**config.mk**
```make
export PLATFORM = sky130hd
export DESIGN_NAME = mlc_pv_seq
export DESIGN_NICKNAME = d
export VERILOG_FILES = /design/src/rtl/mlc_pv_pkg.sv /design/src/rtl/mlc_rank_map.sv /design/src/rtl/mlc_step_gen.sv /design/src/rtl/mlc_inhibit_bank.sv /design/src/rtl/mlc_pv_seq.sv
export SDC_FILE = /design/constraint.sdc
export NUM_CORES = 1
export LEC_CHECK = 0
export BUFFER_PORTS_ARGS = -buffer_cell sky130_fd_sc_hd__buf_2
export CAP_MARGIN = 20
export CELL_PAD_IN_SITES_DETAIL_PLACEMENT = 0
export CELL_PAD_IN_SITES_GLOBAL_PLACEMENT = 1
export CORE_ASPECT_RATIO = 2
export CORE_MARGIN = 2
export CORE_UTILIZATION = 43
export DETAILED_ROUTE_END_ITERATION = 7
export PLACE_DENSITY_LB_ADDON = 0.1
export SKIP_LAST_GASP = 1
export SLEW_MARGIN = 20
export SYNTH_ARGS = -nofsm -noshare
export SYNTH_HDL_FRONTEND = slang
export SYNTH_SLANG_ARGS = --single-unit
```
**constraint.sdc**
```tcl
create_clock -name clk -period 9.2 [get_ports clk]
set_clock_uncertainty 0.1 [all_clocks]
set_input_delay 2.76 -clock clk [delete_from_list [all_inputs] [get_ports clk]]
set_output_delay 2.76 -clock clk [all_outputs]
set_load 0.01 [all_outputs]
```
**src/rtl/mlc_pv_pkg.sv**
```systemverilog
package mlc_pv_pkg;

  typedef enum logic [2:0] {
    S_IDLE,
    S_LOAD,
    S_PULSE,
    S_SETTLE,
    S_VERIFY,
    S_UPDATE
  } seq_state_t;

  // Rising-threshold rank of a 2-bit target: 11 -> 0, 10 -> 1, 00 -> 2, 01 -> 3
  function automatic logic [1:0] data_to_rank(input logic [1:0] d);
    case (d)
      2'b11:   data_to_rank = 2'd0;
      2'b10:   data_to_rank = 2'd1;
      2'b00:   data_to_rank = 2'd2;
      default: data_to_rank = 2'd3;
    endcase
  endfunction

endpackage

```
**src/rtl/mlc_rank_map.sv**
```systemverilog
module mlc_rank_map #(
  parameter int NCELL = 4
) (
  input  logic               clk,
  input  logic               rst,
  input  logic               load,
  input  logic [2*NCELL-1:0] tgt,
  output logic [2*NCELL-1:0] rank,
  output logic [NCELL-1:0]   erased_now
);
  import mlc_pv_pkg::*;

  for (genvar i = 0; i < NCELL; i++) begin : g_cell
    assign erased_now[i] = (tgt[2*i+1:2*i] == 2'b11);

    always_ff @(posedge clk) begin
      if (rst)
        rank[2*i+1:2*i] <= 2'd0;
      else if (load)
        rank[2*i+1:2*i] <= data_to_rank(tgt[2*i+1:2*i]);
    end
  end

  // the ranks change only on a load
  p_rank_hold_r9: assert property (@(posedge clk) disable iff (rst)
    !load |=> $stable(rank));

endmodule

```
**src/rtl/mlc_step_gen.sv**
```systemverilog
module mlc_step_gen #(
  parameter int VW = 8,
  parameter int MW = 3
) (
  input  logic          clk,
  input  logic          rst,
  input  logic          load,
  input  logic          advance,
  input  logic          large_sel,
  input  logic [VW-1:0] start_code,
  input  logic [VW-1:0] step_small,
  input  logic [MW-1:0] step_mult,
  output logic [VW-1:0] vpgm_code
);
  localparam int PW = VW + MW;
  localparam logic [VW-1:0] VMAX = {VW{1'b1}};

  logic [VW-1:0] step_q;
  logic [PW-1:0] prod;
  logic [VW-1:0] step_sel;
  logic [VW:0]   sum;

  assign prod     = PW'(step_small) * PW'(step_mult);
  assign step_sel = !large_sel ? step_small :
                    (prod > PW'(VMAX)) ? VMAX : prod[VW-1:0];
  assign sum      = {1'b0, vpgm_code} + {1'b0, step_q};

  always_ff @(posedge clk) begin
    if (rst) begin
      step_q    <= '0;
      vpgm_code <= '0;
    end else if (load) begin
      step_q    <= step_sel;
      vpgm_code <= start_code;
    end else if (advance) begin
      vpgm_code <= sum[VW] ? VMAX : sum[VW-1:0];
    end
  end

  // the code never wraps downward when it advances
  p_code_rises_r3: assert property (@(posedge clk) disable iff (rst)
    (advance && !load) |=> vpgm_code >= $past(vpgm_code));

  // the step stays constant through an operation
  p_step_hold_r4: assert property (@(posedge clk) disable iff (rst)
    !load |=> $stable(step_q));

endmodule

```
**src/rtl/mlc_inhibit_bank.sv**
```systemverilog
module mlc_inhibit_bank #(
  parameter int NCELL = 4
) (
  input  logic             clk,
  input  logic             rst,
  input  logic             load,
  input  logic [NCELL-1:0] load_mask,
  input  logic             sample,
  input  logic [NCELL-1:0] above,
  output logic [NCELL-1:0] inhibit,
  output logic             all_inh
);

  for (genvar i = 0; i < NCELL; i++) begin : g_bit
    always_ff @(posedge clk) begin
      if (rst)
        inhibit[i] <= 1'b0;
      else if (load)
        inhibit[i] <= load_mask[i];
      else if (sample && above[i])
        inhibit[i] <= 1'b1;
    end
  end

  assign all_inh = &inhibit;

  // an inhibited cell stays inhibited until the next load
  p_inhibit_sticky_r6: assert property (@(posedge clk) disable iff (rst)
    !load |=> ((inhibit & $past(inhibit)) == $past(inhibit)));

  // the comparator affects nothing outside a verify sample
  p_no_sample_r5: assert property (@(posedge clk) disable iff (rst)
    (!load && !sample) |=> $stable(inhibit));

  // erased targets start inhibited
  p_erased_start_r2: assert property (@(posedge clk) disable iff (rst)
    load |=> ((inhibit & $past(load_mask)) == $past(load_mask)));

endmodule

```
**src/rtl/mlc_pv_seq.sv**
```systemverilog
module mlc_pv_seq #(
  parameter int NCELL      = 4,
  parameter int VW         = 8,
  parameter int MW         = 3,
  parameter int MAX_PULSES = 32,
  parameter int SETTLE     = 3
) (
  input  logic                               clk,
  input  logic                               rst,
  input  logic                               start,
  input  logic [2*NCELL-1:0]                 tgt_data,
  input  logic                               large_step,
  input  logic [VW-1:0]                      start_code,
  input  logic [VW-1:0]                      step_small,
  input  logic [MW-1:0]                      step_mult,
  input  logic [NCELL-1:0]                   cell_above,
  output logic [VW-1:0]                      vpgm_code,
  output logic                               pgm_pulse,
  output logic [NCELL-1:0]                   pgm_inhibit,
  output logic                               vfy_strobe,
  output logic [2*NCELL-1:0]                 vfy_level,
  output logic                               done,
  output logic                               fail,
  output logic [$clog2(MAX_PULSES+1)-1:0]    pulse_cnt
);
  import mlc_pv_pkg::*;

  localparam int CNTW = $clog2(MAX_PULSES + 1);
  localparam int SW   = (SETTLE > 1) ? $clog2(SETTLE) : 1;

  seq_state_t       state, nxt;
  logic [SW-1:0]    set_cnt;
  logic             load;
  logic             advance;
  logic             all_inh;
  logic             at_limit;
  logic [NCELL-1:0] erased_now;

  assign load     = (state == S_IDLE) && start;
  assign at_limit = (pulse_cnt == CNTW'(MAX_PULSES));
  assign advance  = (state == S_UPDATE) && (nxt == S_PULSE);

  mlc_rank_map #(.NCELL(NCELL)) u_rank (
    .clk        (clk),
    .rst        (rst),
    .load       (load),
    .tgt        (tgt_data),
    .rank       (vfy_level),
    .erased_now (erased_now)
  );

  mlc_step_gen #(.VW(VW), .MW(MW)) u_step (
    .clk        (clk),
    .rst        (rst),
    .load       (load),
    .advance    (advance),
    .large_sel  (large_step),
    .start_code (start_code),
    .step_small (step_small),
    .step_mult  (step_mult),
    .vpgm_code  (vpgm_code)
  );

  mlc_inhibit_bank #(.NCELL(NCELL)) u_inh (
    .clk       (clk),
    .rst       (rst),
    .load      (load),
    .load_mask (erased_now),
    .sample    (state == S_VERIFY),
    .above     (cell_above),
    .inhibit   (pgm_inhibit),
    .all_inh   (all_inh)
  );

  always_comb begin
    nxt = state;
    case (state)
      S_IDLE:   if (start) nxt = S_LOAD;
      S_LOAD:   nxt = all_inh ? S_IDLE : S_PULSE;
      S_PULSE:  nxt = S_SETTLE;
      S_SETTLE: if (set_cnt == SW'(SETTLE - 1)) nxt = S_VERIFY;
      S_VERIFY: nxt = S_UPDATE;
      S_UPDATE: nxt = (all_inh || at_limit) ? S_IDLE : S_PULSE;
      default:  nxt = S_IDLE;
    endcase
  end

  always_ff @(posedge clk) begin
    if (rst) begin
      state      <= S_IDLE;
      set_cnt    <= '0;
      pgm_pulse  <= 1'b0;
      vfy_strobe <= 1'b0;
      done       <= 1'b0;
      fail       <= 1'b0;
      pulse_cnt  <= '0;
    end else begin
      state      <= nxt;
      pgm_pulse  <= (nxt == S_PULSE);
      vfy_strobe <= (nxt == S_VERIFY);
      done       <= ((state == S_LOAD) || (state == S_UPDATE)) && (nxt == S_IDLE);
      if (state == S_SETTLE)
        set_cnt <= set_cnt + SW'(1);
      else
        set_cnt <= '0;
      if (load) begin
        pulse_cnt <= '0;
        fail      <= 1'b0;
      end else begin
        if (nxt == S_PULSE)
          pulse_cnt <= pulse_cnt + CNTW'(1);
        if ((state == S_UPDATE) && !all_inh && at_limit)
          fail <= 1'b1;
      end
    end
  end

  // done is a single-cycle pulse
  p_done_single_r7: assert property (@(posedge clk) disable iff (rst)
    done |=> !done);

  // fail only rises together with done
  p_fail_with_done_r8: assert property (@(posedge clk) disable iff (rst)
    $rose(fail) |-> done);

  // the pulse count never exceeds its budget
  p_no_overflow_r8: assert property (@(posedge clk) disable iff (rst)
    pulse_cnt <= CNTW'(MAX_PULSES));

  // the pulse lasts one cycle and the verify strobe follows settling
  p_pulse_single_r5: assert property (@(posedge clk) disable iff (rst)
    pgm_pulse |=> !pgm_pulse);
  p_verify_after_settle_r5: assert property (@(posedge clk) disable iff (rst)
    $rose(vfy_strobe) |-> ($past(state) == S_SETTLE));

  // the result holds while idle
  p_cnt_hold_r7: assert property (@(posedge clk) disable iff (rst)
    (state == S_IDLE && !start) |=> $stable(pulse_cnt) && $stable(fail));

endmodule

```
Yosys cells after proc, flatten, opt, wreduce, memory -nomap -nowiden
Cells that the tools add are included.
{ "word_totals": {"regBits": 43, "inputBits": 35, "out_inout_bits": 30, "elab_cells": 88} }
{ "classes": {"add_sub_neg": 3, "multipliers": 1, "order_cmp": 1, "n_eq_ne": 17, "mux": 22, "bitwise": 1, "n_reduce_logical": 26} }
{ "ops": {"columns": ["operator", "count"], "rows": [
  ["$mux 8", 5],
  ["$pmux 2 s3", 4],
  ["$eq 2x2->1 const B", 9],
  ["$pmux 3 s6", 1],
  ["$gt 11x8->1 const B", 1],
  ["$mul 8x3->11", 1],
  ["$reduce_bool 2->1", 5],
  ["$add 8x8->9", 1],
  ["$eq 3x2->1 const B", 3],
  ["$eq 3x3->1 const B", 3],
  ["$logic_and 1x1->1", 9],
  ["$logic_not 2->1", 4],
  ["$mux 1", 8],
  ["$add 6x1->6 const B", 1],
  ["$eq 6x6->1 const B", 1],
  ["$logic_not 3->1", 2],
  ["$mux 3", 2],
  ["$mux 2", 2],
  ["$reduce_and 4->1", 1],
  ["$reduce_or 2->1", 2],
  ["$eq 3x1->1 const B", 1],
  ["$add 2x1->2 const B", 1],
  ["$logic_or 1x1->1", 2],
  ["$logic_not 1->1", 1],
  ["$not 1->1", 1]
]} }

Logic depth before layout (Yosys ltp)
{ "logic_depth": {"depth_word": 8, "mapped_depth": 9, "mapped_depth_nobuf": 9} }

Cells and area by module
Synthesis repeated with hierarchy kept, for this count alone.
{ "hier_totals": {"cells_unflattened": 359, "hier_area_um2": 3079.2} }
{ "by_module_without_submodules": {"columns": ["module", "n_inst", "cells_per_inst", "area_per_inst_um2", "seq_area_each_um2"], "rows": [
  ["mlc_step_gen", 1, 213, 1699.1, 320.3],
  ["mlc_pv_seq", 1, 79, 728.2, 300.3],
  ["mlc_rank_map", 1, 50, 485.5, 160.2],
  ["mlc_inhibit_bank", 1, 17, 166.4, 80.1]
]} }

Worst setup path after synthesis
No wires, ideal clock.
{ "synth_timing": {"path_kind": "input-to-reg", "from": "input port step_small[0]", "to": "register u_step.step_q[0]", "setup_ns": 0.091, "t_arrival_ns": 5.100, "t_required_ns": 9.009, "setup_slack_ns": 3.909, "stages": 9, "n_path_buf": 0, "path_cell_list": "and2_1 -> fa_1 -> ha_1 -> fa_1 -> a211oi_1 -> or2_2 -> o211ai_1 -> or2_2 -> a311oi_1"} }
{ "synth_via": {"elab_chain_len": 4} }
{ "synth_lines": {"columns": ["element", "line_no", "text"], "rows": [
  ["start, declared", "mlc_pv_seq.sv:14", "input logic [VW-1:0] step_small,"],
  ["$mul 8x3->11", "mlc_step_gen.sv:23", "assign prod = PW'(step_small) * PW'(step_mult);"],
  ["$gt 11x8->1", "mlc_step_gen.sv:25", "(prod > PW'(VMAX)) ? VMAX : prod[VW-1:0];"],
  ["$mux 8", "mlc_step_gen.sv:25", null],
  ["$mux 8 (*)", "mlc_step_gen.sv:24", "assign step_sel = !large_sel ? step_small :"],
  ["end signal, assigned", "mlc_step_gen.sv:33", "step_q <= step_sel;"],
  ["end, declared", "mlc_step_gen.sv:18", "logic [VW-1:0] step_q;"]
]} }
Every way passes the cells marked *; elsewhere a longest branch is shown, timed or not.
A chain may end at the register's enable or synchronous reset.

Final worst setup path
{ "layout_timing": {"from": "input port step_mult[2]", "to": "register u_step.step_q[6]"} }
{ "layout_via": {"elab_chain_len": 4} }
{ "layout_lines": {"columns": ["element", "line_no", "text"], "rows": [
  ["start, declared", "mlc_pv_seq.sv:15", "input logic [MW-1:0] step_mult,"],
  ["$mul 8x3->11 (*)", "mlc_step_gen.sv:23", null],
  ["$gt 11x8->1", "mlc_step_gen.sv:25", null],
  ["$mux 8 (*)", "mlc_step_gen.sv:25", null],
  ["$mux 8 (*)", "mlc_step_gen.sv:24", null]
]} }
Marks and branches as above.

==> metrics.md <==
| Metric | Value |
|---|---|
| Crit. End Element | `flop` |
| Sequential Area | `861 um2` |
| Syn Inst Count | `350` |
| Post-CTS sizing | `0` |
| Main combinational cell family by area after synthesis | `simple AND/OR/NAND/NOR gates` |
| WL per Instance | `14.6 um` |
| Post-Place Cell Area | `3280 um2` |
| Die ar. | `7500 um2` |
| Compound-Gate Fraction of Synth Area | `17.3%` |
| Via count | `2670` |
| Max VDD drop | `99.3 uV` |
| Fin. Hold Viols | `0` |
| Post-synth cell types | `55` |
| Post CTS Setup Buffer Count | `0` |
| Syn Nets | `426` |
| GRT Overall Usage | `20.6%` |
| P_sw | `0.189 mW` |
| Cts-stage hold buffer count | `0` |
| R2R Setup Slk | `6860 ps` |
| YS warnings | `0` |
| Max FO, Critical Path | `8` |
| Largest net degree at the start of global routing | `34` |
| Synth Area in Simple Gates | `24.3%` |
| Synth async-reset ratio | `0%` |
| Outcome | `complete, no violations` |
| Footprint of the multi-input gates | `1880 um2` |
| Tot Pwr | `0.624 mW` |
| Final min period | `5400 ps` |
| Setup crit start kind | `input port` |
| Post-synthesis mux area share | `0.343%` |
| Register share of total power | `35.7%` |
| Clk_lat worst skew | `290 ps` |
| Post-layout util | `52.9%` |
| Chip height | `120 um` |
| Comb pwr share | `27.5%` |
| GR peak layer | `met2` |
| Fmax | `0.185 GHz` |
| First-pass GRT wire length | `12300 um` |
| Post-route DRC | `0` |
| Post-synthesis xor/xnor area fraction | `3.00%` |
| M3 GR Usage | `2.79%` |
| DP HPWL | `5850 um` |
| Slew HR | `36.0%` |
| Final setup vio count | `0` |
| Design Area, Final | `3470 um2` |
| Pwr Density | `180 nW/um2` |
| Synth Area in Adders | `19.6%` |
| Crit path DAT | `5490 ps` |
| Top Ports | `65` |
| TritonCTS Buffers | `5` |
| CTS tree | `built` |
| I/O Buffers | `64` |
| Initial core utilization | `44.4%` |
| GR Overflow Total | `0` |
| Commonest cells after routing, fill and taps aside | `buf_2 (64), nor2_1 (52), dfxtp_1 (43), ha_1 (33)` |
| Most common cell after layout, fill and taps aside | `buf_2` |
| Drt via density | `5.37` |
| Setup TNS Final | `0 ps` |
| RSZ-0062 raised after global routing | `false` |
| Net count, final | `484` |
| Hold Path Class | `reg -> reg` |
| CP Class | `in -> reg` |
| Leak | `1.65 nW` |
| Max_cap viols | `0` |
| Switch share | `30.4%` |
| Mean post-synth cell area | `8.34 um2` |
| Row Count | `42` |
| Worst EP required | `9290 ps` |
| P_int | `0.435 mW` |
| CTS root buffer | `clkbuf_16` |
| Met1 Resource Use GR | `20.2%` |
| Sequential area share after synthesis | `29.5%` |
| Number of global-route vias before repair | `2669` |
| Slew Limit Fails | `0` |
| Worst-margin pin slew | `960 ps` |
| Fill cell count | `676` |
| Post-route clock period utilization | `58.6%` |
| Final estimated routing congestion in global placement | `0.854` |
| Core Region | `6570 um2` |
| Clock Tree Buf Depth | `2` |
| Synthesized area | `2920 um2` |
| Clk pwr share | `36.8%` |
| Global routing usage on met2 | `41.9%` |
| Number of synthesized flops with an enable pin | `0` |
| Initial antenna violation count | `0` |
| Post-synth top flop | `dfxtp_1` |
| Number of H-tree levels | `2` |
| CTS sink count | `43` |
| Post-Route WL | `7270 um` |
| Antenna viol nets, final | `0` |
| Die Width | `62.2 um` |
| Iteration-0 DRC Markers | `111` |
| Reg clk slew, reported paths | `60 ps` |
| Area growth from synthesis to layout | `19.0%` |
| Antenna diodes | `0` |
| Layout cells sized above 1 | `20.3%` |
| Drt first pass iters | `4` |
| FF+latch count, synth | `43` |
-- power by group through the flow --
stage | sequential, mW | combinational (mW) | clock (mW)
after floorplan | 0.228 | 0.119 | 0
after global placement | 0.227 | 0.170 | 0
after detailed placement | 0.227 | 0.173 | 0
after CTS | 0.223 | 0.174 | 0.234
after global routing | 0.225 | 0.195 | 0.240
final | 0.223 | 0.172 | 0.230
-- metal layers --
metal	vias to the layer above	part of all wire, %
met4	0	2.0
met3	9	2.8
met5	-	0
li1	1327	-
met2	44	59
met1	1290	36
-- worst paths after layout --
check | from | endpoint | cells past startpoint
setup / recovery | step_mult[2] | u_step.step_q[6]$_SDFFE_PP0P_ | 10
setup reg to reg | u_step.vpgm_code[0]$_SDFFE_PP0P_ | u_step.vpgm_code[0]$_SDFFE_PP0P_ | 8
hold reg to reg | set_cnt[0]$_SDFF_PP0_ | set_cnt[0]$_SDFF_PP0_ | 1
hold / removal | set_cnt[0]$_SDFF_PP0_ | set_cnt[0]$_SDFF_PP0_ | 1
-- synthesized netlist by cell type, drive strengths merged (2+ instances only) --
cell	number	share of area, %
xor2	6	1.8
nor2b	5	1.3
a21oi	12	2.1
o31ai	2	0.69
inv	26	3.3
a21o	4	1.0
o22ai	3	0.64
and2	15	3.2
nor2	53	6.9
o21ai	20	3.6
nor3b	2	0.51
and3	3	0.64
o221a	2	0.77
o21a	2	0.51
fa	8	5.5
nand3	3	0.69
a211oi	8	2.1
a311oi	4	1.2
ha	33	14
xnor2	4	1.2
nand2	26	3.3
nand4	4	0.86
clkbuf	8	1.0
dfxtp	43	30
o211ai	3	0.77
a31oi	8	1.7
nor3	15	2.6
or2	3	0.64
buf	6	1.5
a211o	2	0.60
-- sequential cells by signal, indices dropped and copies added, names as in the netlist --
name	cells
done	1
fail	1
pgm_pulse	1
pulse_cnt	6
set_cnt	2
state	3
u_inh.inhibit	4
u_rank.rank	8
u_step.step_q	8
u_step.vpgm_code	8
vfy_strobe	1
-- per-stage QoR --
| stage | hold slack [ps] | std cells | worst slack [ps] |
|---|---|---|---|
| after floorplan | 292 | 350 | 3910 |
| after global placement | 299 | 489 | 3620 |
| after detailed placement | 305 | 489 | 3500 |
| after CTS | 313 | 497 | 3820 |
| after global routing | 335 | 497 | 3610 |
| final | 310 | 497 | 3800 |
-- final cells by class --
type                       count  area share [%]
clock buffer                   5            3.60
inverter                      26            2.81
timing repair buffer          65            9.44
sequential                    43            24.8
multi-input combinational    267            54.3
tap                           88            3.17
clock inverter                 3            1.95
-- cells by family (layout without fill, tap and decap cells) --
family	count (synthesis)	after routing
XOR/XNOR	10	10
flip-flops	43	43
AO/OA/AOI/OAI	76	76
buffers and inverters	40	99
AND/OR/NAND/NOR	139	139
multiplexers	1	1
adder cells (fa/ha/maj)	41	41
-- critical path, cell delays in order --
cell and delay, ps:
buf_2 150, and2_1 170, fa_1 480, ha_1 250, fa_1 430, a211oi_1 310
or2_2 170, o211ai_1 200, or2_2 380, a311oi_1 210
(Power assumes the default switching activity.)
